==> src/rtl/skid_stage_pkg.sv <==
package skid_stage_pkg;
  typedef enum logic [2:0] {
    ST_IDLE = 3'd0,
    ST_RUN  = 3'd1,
    ST_BLK  = 3'd2,
    ST_UNB  = 3'd3,
    ST_SQ   = 3'd4
  } thr_st_e;
endpackage

==> src/rtl/skid_sq_merge.sv <==
// Folds the two squash channels into one request per thread, keeping the
// older (smaller) sequence number when both name the same thread.
module skid_sq_merge #(
  parameter int NUM_THR = 2,
  parameter int SEQ_W   = 8,
  parameter int TID_W   = 1
) (
  input  logic             a_valid,
  input  logic [TID_W-1:0] a_tid,
  input  logic [SEQ_W-1:0] a_seq,
  input  logic             b_valid,
  input  logic [TID_W-1:0] b_tid,
  input  logic [SEQ_W-1:0] b_seq,
  output logic [NUM_THR-1:0] hit,
  output logic [SEQ_W-1:0]   seq [NUM_THR]
);
  for (genvar t = 0; t < NUM_THR; t++) begin : g_thr
    logic hit_a, hit_b;
    assign hit_a  = a_valid && (a_tid == TID_W'(t));
    assign hit_b  = b_valid && (b_tid == TID_W'(t));
    assign hit[t] = hit_a | hit_b;
    always_comb begin
      if (hit_a && hit_b) seq[t] = (a_seq <= b_seq) ? a_seq : b_seq;
      else if (hit_a)     seq[t] = a_seq;
      else                seq[t] = b_seq;
    end
  end
endmodule

==> src/rtl/skid_thr_queue.sv <==
// In-order tag queue for one thread; a squash truncates the younger tail.
module skid_thr_queue #(
  parameter int DEPTH = 4,
  parameter int SEQ_W = 8,
  parameter int CNT_W = 3
) (
  input  logic             clk,
  input  logic             rst_n,
  input  logic             push,
  input  logic [SEQ_W-1:0] push_seq,
  input  logic             pop,
  input  logic             sq_hit,
  input  logic [SEQ_W-1:0] sq_seq,
  output logic [SEQ_W-1:0] head_seq,
  output logic [CNT_W-1:0] cnt,
  output logic [CNT_W-1:0] cnt_next
);
  localparam int SLOTS = 2 ** CNT_W;

  logic [SEQ_W-1:0] mem [SLOTS];
  logic [CNT_W-1:0] keep, base;

  always_comb begin
    keep = '0;
    for (int i = 0; i < DEPTH; i++)
      if (CNT_W'(i) < cnt && mem[i] <= sq_seq) keep = keep + CNT_W'(1);
  end

  assign base     = sq_hit ? keep : (cnt - CNT_W'(pop));
  assign cnt_next = base + CNT_W'(push);
  assign head_seq = mem[0];

  always_ff @(posedge clk) begin
    if (!rst_n) cnt <= '0;
    else        cnt <= cnt_next;
  end

  always_ff @(posedge clk) begin
    if (pop)
      for (int i = 0; i < DEPTH - 1; i++) mem[i] <= mem[i+1];
    if (push && base < CNT_W'(DEPTH)) mem[base] <= push_seq;
  end
endmodule

==> src/rtl/skid_thr_ctrl.sv <==
// Per-thread status machine with downstream stall bit and upstream flags.
module skid_thr_ctrl
  import skid_stage_pkg::*;
#(
  parameter int CNT_W = 3
) (
  input  logic             clk,
  input  logic             rst_n,
  input  logic             dn_block,
  input  logic             dn_unblock,
  input  logic             res_stall,
  input  logic             sq_hit,
  input  logic             pop,
  input  logic [CNT_W-1:0] cnt,
  input  logic [CNT_W-1:0] cnt_next,
  output thr_st_e          st,
  output logic             stall_now,
  output logic             up_block,
  output logic             up_unblock
);
  logic    stall_bit, stall_bit_n, blk_n, unb_n;
  thr_st_e st_n;

  always_comb begin
    stall_bit_n = stall_bit;
    if (dn_block)   stall_bit_n = 1'b1;
    if (dn_unblock) stall_bit_n = 1'b0;
  end

  assign stall_now = stall_bit_n | res_stall;

  always_comb begin
    st_n  = st;
    blk_n = 1'b0;
    unb_n = 1'b0;
    if (stall_now) begin
      if (st != ST_BLK && st != ST_UNB) blk_n = 1'b1;
      st_n = ST_BLK;
    end else if (sq_hit) begin
      st_n = ST_SQ;
    end else if (st == ST_BLK) begin
      st_n = ST_UNB;
    end else if (st == ST_SQ) begin
      st_n = (cnt_next != '0) ? ST_UNB : ST_RUN;
    end
    if (!stall_now && !sq_hit) begin
      if (st_n == ST_IDLE || st_n == ST_RUN) begin
        if ((cnt - CNT_W'(pop)) != '0) st_n = ST_BLK;
        else if (pop)                  st_n = ST_RUN;
      end else if (st_n == ST_UNB && cnt_next == '0) begin
        st_n  = ST_RUN;
        unb_n = 1'b1;
      end
    end
  end

  always_ff @(posedge clk) begin
    if (!rst_n) begin
      st         <= ST_IDLE;
      stall_bit  <= 1'b0;
      up_block   <= 1'b0;
      up_unblock <= 1'b0;
    end else begin
      st         <= st_n;
      stall_bit  <= stall_bit_n;
      up_block   <= blk_n;
      up_unblock <= unb_n;
    end
  end
endmodule

==> src/rtl/skid_stage_ctrl.sv <==
module skid_stage_ctrl
  import skid_stage_pkg::*;
#(
  parameter int NUM_THR = 2,
  parameter int CAP     = 4,
  parameter int SEQ_W   = 8,
  localparam int TID_W  = (NUM_THR > 1) ? $clog2(NUM_THR) : 1,
  localparam int CNT_W  = $clog2(CAP + 1)
) (
  input  logic                   clk,
  input  logic                   rst_n,
  input  logic                   in_valid,
  output logic                   in_ready,
  input  logic [TID_W-1:0]       in_tid,
  input  logic [SEQ_W-1:0]       in_seq,
  input  logic                   in_kill,
  output logic                   out_valid,
  input  logic                   out_ready,
  output logic [TID_W-1:0]       out_tid,
  output logic [SEQ_W-1:0]       out_seq,
  input  logic [NUM_THR-1:0]     dn_block,
  input  logic [NUM_THR-1:0]     dn_unblock,
  input  logic [NUM_THR-1:0]     res_stall,
  input  logic                   sqa_valid,
  input  logic [TID_W-1:0]       sqa_tid,
  input  logic [SEQ_W-1:0]       sqa_seq,
  input  logic                   sqb_valid,
  input  logic [TID_W-1:0]       sqb_tid,
  input  logic [SEQ_W-1:0]       sqb_seq,
  output logic [NUM_THR-1:0]     up_block,
  output logic [NUM_THR-1:0]     up_unblock,
  output logic [CNT_W-1:0]       free_slots,
  output logic [3*NUM_THR-1:0]   thr_state
);
  logic [NUM_THR-1:0] sq_hit, stall_now, elig, pop, push;
  logic [SEQ_W-1:0]   sq_seq   [NUM_THR];
  logic [SEQ_W-1:0]   head_seq [NUM_THR];
  logic [CNT_W-1:0]   cnt      [NUM_THR];
  logic [CNT_W-1:0]   cnt_next [NUM_THR];
  thr_st_e            st       [NUM_THR];
  logic [CNT_W-1:0]   total;
  logic [TID_W-1:0]   sel;
  logic               in_fire;

  assign in_fire = in_valid & in_ready;

  skid_sq_merge #(.NUM_THR(NUM_THR), .SEQ_W(SEQ_W), .TID_W(TID_W)) u_merge (
    .a_valid(sqa_valid), .a_tid(sqa_tid), .a_seq(sqa_seq),
    .b_valid(sqb_valid), .b_tid(sqb_tid), .b_seq(sqb_seq),
    .hit(sq_hit), .seq(sq_seq)
  );

  for (genvar t = 0; t < NUM_THR; t++) begin : g_thr
    assign push[t] = in_fire && !in_kill && (in_tid == TID_W'(t))
                     && !(sq_hit[t] && (in_seq > sq_seq[t]));
    assign elig[t] = (st[t] == ST_IDLE || st[t] == ST_RUN || st[t] == ST_UNB)
                     && (cnt[t] != '0) && !stall_now[t] && !sq_hit[t];
    assign pop[t]  = out_valid && out_ready && (sel == TID_W'(t));
    assign thr_state[3*t +: 3] = st[t];

    skid_thr_queue #(.DEPTH(CAP), .SEQ_W(SEQ_W), .CNT_W(CNT_W)) u_q (
      .clk(clk), .rst_n(rst_n), .push(push[t]), .push_seq(in_seq),
      .pop(pop[t]), .sq_hit(sq_hit[t]), .sq_seq(sq_seq[t]),
      .head_seq(head_seq[t]), .cnt(cnt[t]), .cnt_next(cnt_next[t])
    );

    skid_thr_ctrl #(.CNT_W(CNT_W)) u_ctrl (
      .clk(clk), .rst_n(rst_n), .dn_block(dn_block[t]),
      .dn_unblock(dn_unblock[t]), .res_stall(res_stall[t]),
      .sq_hit(sq_hit[t]), .pop(pop[t]), .cnt(cnt[t]),
      .cnt_next(cnt_next[t]), .st(st[t]), .stall_now(stall_now[t]),
      .up_block(up_block[t]), .up_unblock(up_unblock[t])
    );
  end

  always_comb begin
    sel = '0;
    for (int t = NUM_THR - 1; t >= 0; t--)
      if (elig[t]) sel = TID_W'(t);
  end

  always_comb begin
    total = '0;
    for (int t = 0; t < NUM_THR; t++) total = total + cnt[t];
  end

  assign out_valid  = |elig;
  assign out_tid    = sel;
  assign out_seq    = head_seq[sel];
  assign in_ready   = total < CNT_W'(CAP);
  assign free_slots = CNT_W'(CAP) - total;
endmodule

==> config.mk <==
export PLATFORM = sky130hd
export DESIGN_NAME = skid_stage_ctrl
export DESIGN_NICKNAME = d
export VERILOG_FILES = /design/src/rtl/skid_stage_pkg.sv /design/src/rtl/skid_sq_merge.sv /design/src/rtl/skid_thr_queue.sv /design/src/rtl/skid_thr_ctrl.sv /design/src/rtl/skid_stage_ctrl.sv
export SDC_FILE = /design/constraint.sdc
export NUM_CORES = 1
export LEC_CHECK = 0
export BUFFER_PORTS_ARGS = -buffer_cell sky130_fd_sc_hd__buf_4
export CAP_MARGIN = 20
export CORE_ASPECT_RATIO = 0.8
export CORE_MARGIN = 2
export CORE_UTILIZATION = 45
export CTS_BUF_LIST = sky130_fd_sc_hd__clkbuf_4 sky130_fd_sc_hd__clkbuf_8
export DETAILED_ROUTE_END_ITERATION = 7
export GPL_TIMING_DRIVEN = 0
export HOLD_SLACK_MARGIN = 0.08
export PLACE_DENSITY = 0.66
export SYNTH_ARGS = -nofsm -noshare
export SYNTH_HDL_FRONTEND = slang
export SYNTH_SLANG_ARGS = --single-unit
==> constraint.sdc <==
create_clock -name clk -period 6.6 [get_ports clk]
set_input_delay 0.66 -clock clk [delete_from_list [all_inputs] [get_ports clk]]
set_output_delay 0.66 -clock clk [all_outputs]
set_load 0.01 [all_outputs]
Yosys cells after proc, flatten, opt, wreduce, memory -nomap -nowiden
Memory sizes are Yosys's and may differ from the RTL's.
Index checks and enable logic that the tools add are counted.
Operators by class
  add/subtract/negate cells: 12
  bitwise operators: 13
  order comparisons: 23
  equal/unequal tests: 16
  reductions and logical operators: 68
  mux-type cells: 56
Operator list (count)
  $mux W3: 26
  $le A8 B8 Y1: 9
  $mux W8: 8
  $logic_and A1 B1 Y1: 38
  $mux W1: 20
  $eq A3 B2 Y1 const B: 6
  $logic_not A3 Y1: 6
  $reduce_bool A3 Y1: 6
  $gt A8 B8 Y1: 2
  $add A3 B1 Y3 const B: 4
  $eq A3 B1 Y1 const B: 4
  $lt A1 B3 Y1 const A: 4
  $lt A2 B3 Y1 const A: 4
  $ne A3 B2 Y1 const B: 4
  $lt A3 B3 Y1 const B: 3
  $logic_not A1 Y1: 7
  $not A1 Y1: 7
  $add A3 B1 Y3: 2
  $eq A3 B3 Y1 const B: 2
  $logic_or A1 B1 Y1: 6
  $reduce_or A3 Y1: 2
  $sub A3 B1 Y3: 2
  $add A1 B1 Y2 const B: 2
  $mux W2: 2
  other kinds (8): 12
Storage, ports and cells
  logic and storage cells: 200
  bits in registers: 18
  bits of input ports: 40
  bits in writable memories: 128
  output and inout bits: 24
  memories kept: 2
Memory list
  g_thr[0].u_q.mem: depth 8, width 8, read ports 4, clocked after memory_dff 0, wr ports 4, RTL line skid_thr_queue.sv:20  | logic [SEQ_W-1:0] mem [SLOTS];
  g_thr[1].u_q.mem: depth 8, width 8, read ports 4, clocked after memory_dff 0, wr ports 4, RTL line skid_thr_queue.sv:20

Logic depth before layout (Yosys ltp)
  depth after elaboration: 26
  gate-level depth with buffers: 31
  mapped depth without buffers: 30

Hierarchy
From an unflattened synthesis, not the netlist that was laid out.
Second synthesis, totals
  cell total of the unflattened synthesis: 672
  area, all modules: 7061.8 um^2
Modules (own cells, without submodules)
  skid_thr_queue at g_thr[1].u_q: area an instance 2504.9 um^2, instances 1, seq. area each 1021.0 um^2, cells each 205
  skid_thr_queue at g_thr[0].u_q: area an instance 2448.6 um^2, instances 1, seq. area each 1021.0 um^2, cells each 203
  skid_stage_ctrl: area an instance 768.2 um^2, instances 1, seq. area each 0.0 um^2, cells each 94
  skid_sq_merge: area an instance 706.9 um^2, instances 1, seq. area each 0.0 um^2, cells each 100
  skid_thr_ctrl: area an instance 316.6 um^2, instances 2, seq. area each 120.1 um^2, cells each 35

Least setup slack after synthesis
No wires, ideal clock.
  path kind: input port to flip-flop
  start: input sqb_seq[2]
  end: register g_thr[1].u_ctrl.st[1]
  path buffers: 1
  setup time: 0.123 ns
  cell stages on the path: 29
  required time: 6.477 ns
  arrival: 7.000 ns
  setup slack: -0.523 ns
  cells stage by stage: clkbuf_1 > inv_1 > ha_1 > and4_1 > nand2b_1 > and3b_1 > nor3_2 > mux2i_1 > ha_1 > a21o_1 > a21o_1 > a21oi_1 > o21ai_0 > a21oi_1 > ha_1 > or2_2 > or2_2 > o221a_2 > nand2_1 > ha_1 > o21a_1 > o2bb2ai_1 > ha_1 > xor2_1 > or4_1 > nor3_1 > nor2_1 > o21ai_0 > a21oi_1
On the way
  word-level cells in the longest chain between the ends: 25
Ends and longest elaborated chain
  from (decl): RTL line skid_stage_ctrl.sv:29  | input logic [SEQ_W-1:0] sqb_seq,
  $le A8 B8 Y1: RTL line skid_sq_merge.sv:23  | if (hit_a && hit_b) seq[t] = (a_seq <= b_seq) ? a_seq : b_seq;
  $mux W8: RTL line skid_sq_merge.sv:23
  $mux W8 *: RTL line skid_sq_merge.sv:23
  $le A8 B8 Y1: RTL line skid_thr_queue.sv:26  | if (CNT_W'(i) < cnt && mem[i] <= sq_seq) keep = keep + CNT_W'(1);
  $logic_and A1 B1 Y1: RTL line skid_thr_queue.sv:26
  $mux W1: RTL line skid_thr_queue.sv:26
  $add A1 B1 Y2: RTL line skid_thr_queue.sv:26
  $mux W3: RTL line skid_thr_queue.sv:26
  (+9 left out)
  $mux W3: RTL line skid_thr_ctrl.sv:41  | end else if (st == ST_BLK) begin
  $mux W3: RTL line skid_thr_ctrl.sv:39  | end else if (sq_hit) begin
  $mux W3: RTL line skid_thr_ctrl.sv:36  | if (stall_now) begin
  $eq A3 B2 Y1: RTL line skid_thr_ctrl.sv:50  | end else if (st_n == ST_UNB && cnt_next == '0) begin
  $logic_and A1 B1 Y1: RTL line skid_thr_ctrl.sv:50
  $mux W3: RTL line skid_thr_ctrl.sv:50
  $mux W3: RTL line skid_thr_ctrl.sv:47  | if (st_n == ST_IDLE || st_n == ST_RUN) begin
  $mux W3 *: RTL line skid_thr_ctrl.sv:46  | if (!stall_now && !sq_hit) begin
  to (signal assigned): RTL line skid_thr_ctrl.sv:64  | st <= st_n;
  to (decl): RTL line skid_thr_ctrl.sv:16  | output thr_st_e st,
Mark *: on every way between the ends. The rest lies on a longest branch, timed or not.
A chain may end at the register's enable or synchronous reset.

Worst setup path in the final report
  start: input sqb_seq[7]
  end: register g_thr[1].u_ctrl.st[0]
On the way
  word-level cells in the longest chain between the ends: 25
Ends and longest elaborated chain (RTL line)
  $le A8 B8 Y1: skid_sq_merge.sv:23
  $mux W8: skid_sq_merge.sv:23
  $mux W8 *: skid_sq_merge.sv:23
  $le A8 B8 Y1: skid_thr_queue.sv:26
  $logic_and A1 B1 Y1: skid_thr_queue.sv:26
  $mux W1: skid_thr_queue.sv:26
  $add A1 B1 Y2: skid_thr_queue.sv:26
  $mux W3: skid_thr_queue.sv:26
  (+9 left out)
  $mux W3: skid_thr_ctrl.sv:41
  $mux W3: skid_thr_ctrl.sv:39
  $mux W3: skid_thr_ctrl.sv:36
  $eq A3 B2 Y1: skid_thr_ctrl.sv:50
  $logic_and A1 B1 Y1: skid_thr_ctrl.sv:50
  $mux W3: skid_thr_ctrl.sv:50
  $mux W3 *: skid_thr_ctrl.sv:47
  $mux W3 *: skid_thr_ctrl.sv:46
Marks and branches as above.

==> metrics.yaml <==
fill_cells: 1291
drive_gt1_share_pct: 29.1
globalRoute.totalOverflow: 0
ioPinCount: 64
start_util_pct: 45.7
cts-root-buf: "clkbuf_8"
die_h_um: 114
routed_wl_um: 19200
finalHoldViolCount: 0
path_clk_slew_ps: 90
clk_latency_ps: 390
timing.rr.start: "g_thr[1].u_q.mem[1][5]$_DFFE_PP_"
syn_avg_cell_area_um2: 10.1
synth_cells: 674
synth-edff-count: 64
async_reset_ff_share_pct: 0
antenna_found_initial: 0
rows: 40
cts_made_buffers: 9
fmax_mhz: 153
rsz0062_at_grt: "true"
cp.required_ps: 6850
clockBufferDepth: 2
die-area_um2: 16200
diodes: 0
setup_ws_ps: 58.5
hp-class: "in2reg"
vias_per_cell: 5.85
preCtsSetupSlack_ps: -1180
maxCapViolCount: 0
cts_max_level: 3
cts.sink_count: 82
grt_max_degree: 15
fin_util_pct: 56.4
routabilityCongestion: 0.891
fin_crit_ps: 6540
tightest_slew_ps: 1110
synth_commonest_cells: "ha_1, edfxtp_1, nand2_1, mux2_2, inv_1"
ant_nets: 0
remaining_drc_errors: 0
slew-limit-headroom_pct: 25.6
path_max_fanout: 7
synthToLayoutAreaGrowth_pct: 23.4
dr.pass1.iters: 5
regArea_um2: 2280
total_power_w: 0.00149
cp.arrival_ps: 6790
crit_start: "sqb_seq[7]"
critPathKind: "in2reg"
grt_pass1_wl_um: 29200
drt-initial-drc-count: 330
ir_drop_mv: 0.120
num-nets-final: 912
crit_path_start_kind: "input pin"
status: "complete, no violations"
multi_input_area_um2: 4680
final_area_um2: 8410
ys.flop_type: "edfxtp_1"
fin_crit_sh_pct: 99.1
core_area_um2: 14900
slew_viol_final: 0
syn_area_um2: 6820
ys_warn_count: 0
cp-end-kind: "register"
whs_ps: 475
wl_per_cell_um: 19.8
p_leak_nw: 3.56
yosysMostFrequentCell: "ha_1"
synth_cell_types: 67
yosys-top-cells-area: "edfxtp_1, ha_1, mux2_2"
numPortBuffers: 62
placed_area_um2: 7590
num_vias: 5673
syn_nets: 811
die_w_um: 142
yosysTopAreaCell: "edfxtp_1"
skew_ps: 16.2
final-setup-viol-count: 0
ys_seq_area_share_pct: 33.5
yosys.area.top_type_share_pct: 28.2
ys_ff_latch: 82
hold_buffers: 0
grtUsageTotal_pct: 23.6
cts_tree: "done"
p_per_area_nw_per_um2: 177
hold_start: "in_seq[2]"
grt_pass1_vias: 5521
dp_hpwl_um: 14300
[path summary, 6_finish.rpt]
path,to,slack (ps),cells past startpoint
setup / recovery,g_thr[1].u_ctrl.st[0]$_SDFF_PN0_,60,28
setup reg to reg,g_thr[1].u_ctrl.st[0]$_SDFF_PN0_,1740,21
hold / removal,g_thr[1].u_q.mem[3][2]$_DFFE_PP_,480,1
hold reg to reg,g_thr[1].u_ctrl.stall_bit$_SDFF_PN0_,490,2
[report_power, final]
| group | total, W | switching (W) | internal (W) | leakage [nW] |
|---|---|---|---|---|
| Clock | 0.000426 | 0.000207 | 0.000219 | 0.112 |
| Combinational | 0.000475 | 0.000258 | 0.000217 | 2.73 |
| Sequential | 0.000589 | 0.0000157 | 0.000573 | 0.726 |
[metal layers]
layer  GRT usage [%]  part of all wire, %
met5               0                    0
met4            4.80                  1.0
met3            5.31                  6.4
met2            37.9                   47
met1            33.0                   46
[timing repair]
item / in CTS / in global routing
endpoints found under the setup margin: 99 / 99
gates cloned: 0 / 0
gates resized for setup: 28 / 31
pin swaps: 6 / 22
buffers inserted: 11 / 15
[cells in the final DEF (no fill, tap or decap), types with 5 or more instances in the layout]
cell / n
a211oi_1: 5
mux2i_4: 10
nor2b_1: 14
or2_2: 9
o211ai_1: 6
nor3_4: 6
nand3_1: 15
nand2_1: 51
clkbuf_8: 10
and3_1: 6
a21o_1: 20
inv_1: 45
ha_1: 89
nand2b_1: 12
a31oi_1: 5
xnor2_1: 10
and2_1: 11
dfxtp_1: 18
o21ai_0: 17
buf_4: 90
nor3_1: 12
ha_4: 6
nor2_1: 25
nand4_1: 13
mux2i_1: 8
xor2_1: 10
edfxtp_1: 64
mux2_2: 46
clkbuf_1: 8
a21oi_1: 35
[area by class of cell]
| class | count | area share (%) |
|---|---|---|
| repair buffers | 90 | 8.60 |
| flip-flops and latches | 82 | 27.1 |
| plain buffers | 16 | 1.15 |
| clock inverters | 6 | 1.07 |
| multi-input cells | 529 | 55.6 |
| clock buffers | 10 | 1.56 |
| inverters | 47 | 2.10 |
| well taps | 189 | 2.81 |
[worst max-delay path: stages]
cell	delay, ps
buf_4	120
inv_1	80
ha_4	280
nand4_1	210
or3_4	470
a21oi_4	180
nor3_4	70
buf_12	160
buf_4	160
mux2i_4	220
ha_4	290
nand4_1	180
or3_4	420
a21oi_4	230
ha_4	240
or2_2	310
or2_2	290
o221a_4	250
and3_4	170
o31ai_4	250
inv_2	70
ha_2	190
ha_4	170
xor2_1	160
or4_4	460
a31oi_1	200
o21bai_4	160
a31oi_2	110
[logic make-up after synthesis]
| kind of cell | after synthesis | synth area share (%) |
|---|---|---|
| flip-flops | 82 | 33.5 |
| XOR/XNOR | 22 | 3.03 |
| adder cells (fa/ha/maj) | 98 | 18.1 |
| AO/OA/AOI/OAI | 138 | 13.8 |
| AND/OR/NAND/NOR | 203 | 16.7 |
| multiplexers | 68 | 11.0 |
| buffers and inverters | 63 | 3.86 |
[sequential cells by signal, indices dropped and copies added, names as in the netlist]
name and flops:
g_thr.u_q.cnt 6, g_thr.u_ctrl.stall_bit 2, g_thr.u_ctrl.st 6, g_thr.u_ctrl.up_unblock 2, g_thr.u_ctrl.up_block 2, g_thr.u_q.mem 64
[per-stage QoR]
step                      instances  TNS (ps)
after detailed placement        927    -77260
after global routing            969      -135
after CTS                       954         0
after global placement          925    -64120
after floorplan                 674         0
final                           969         0
No activity file was read; power rests on OpenSTA's default activity.
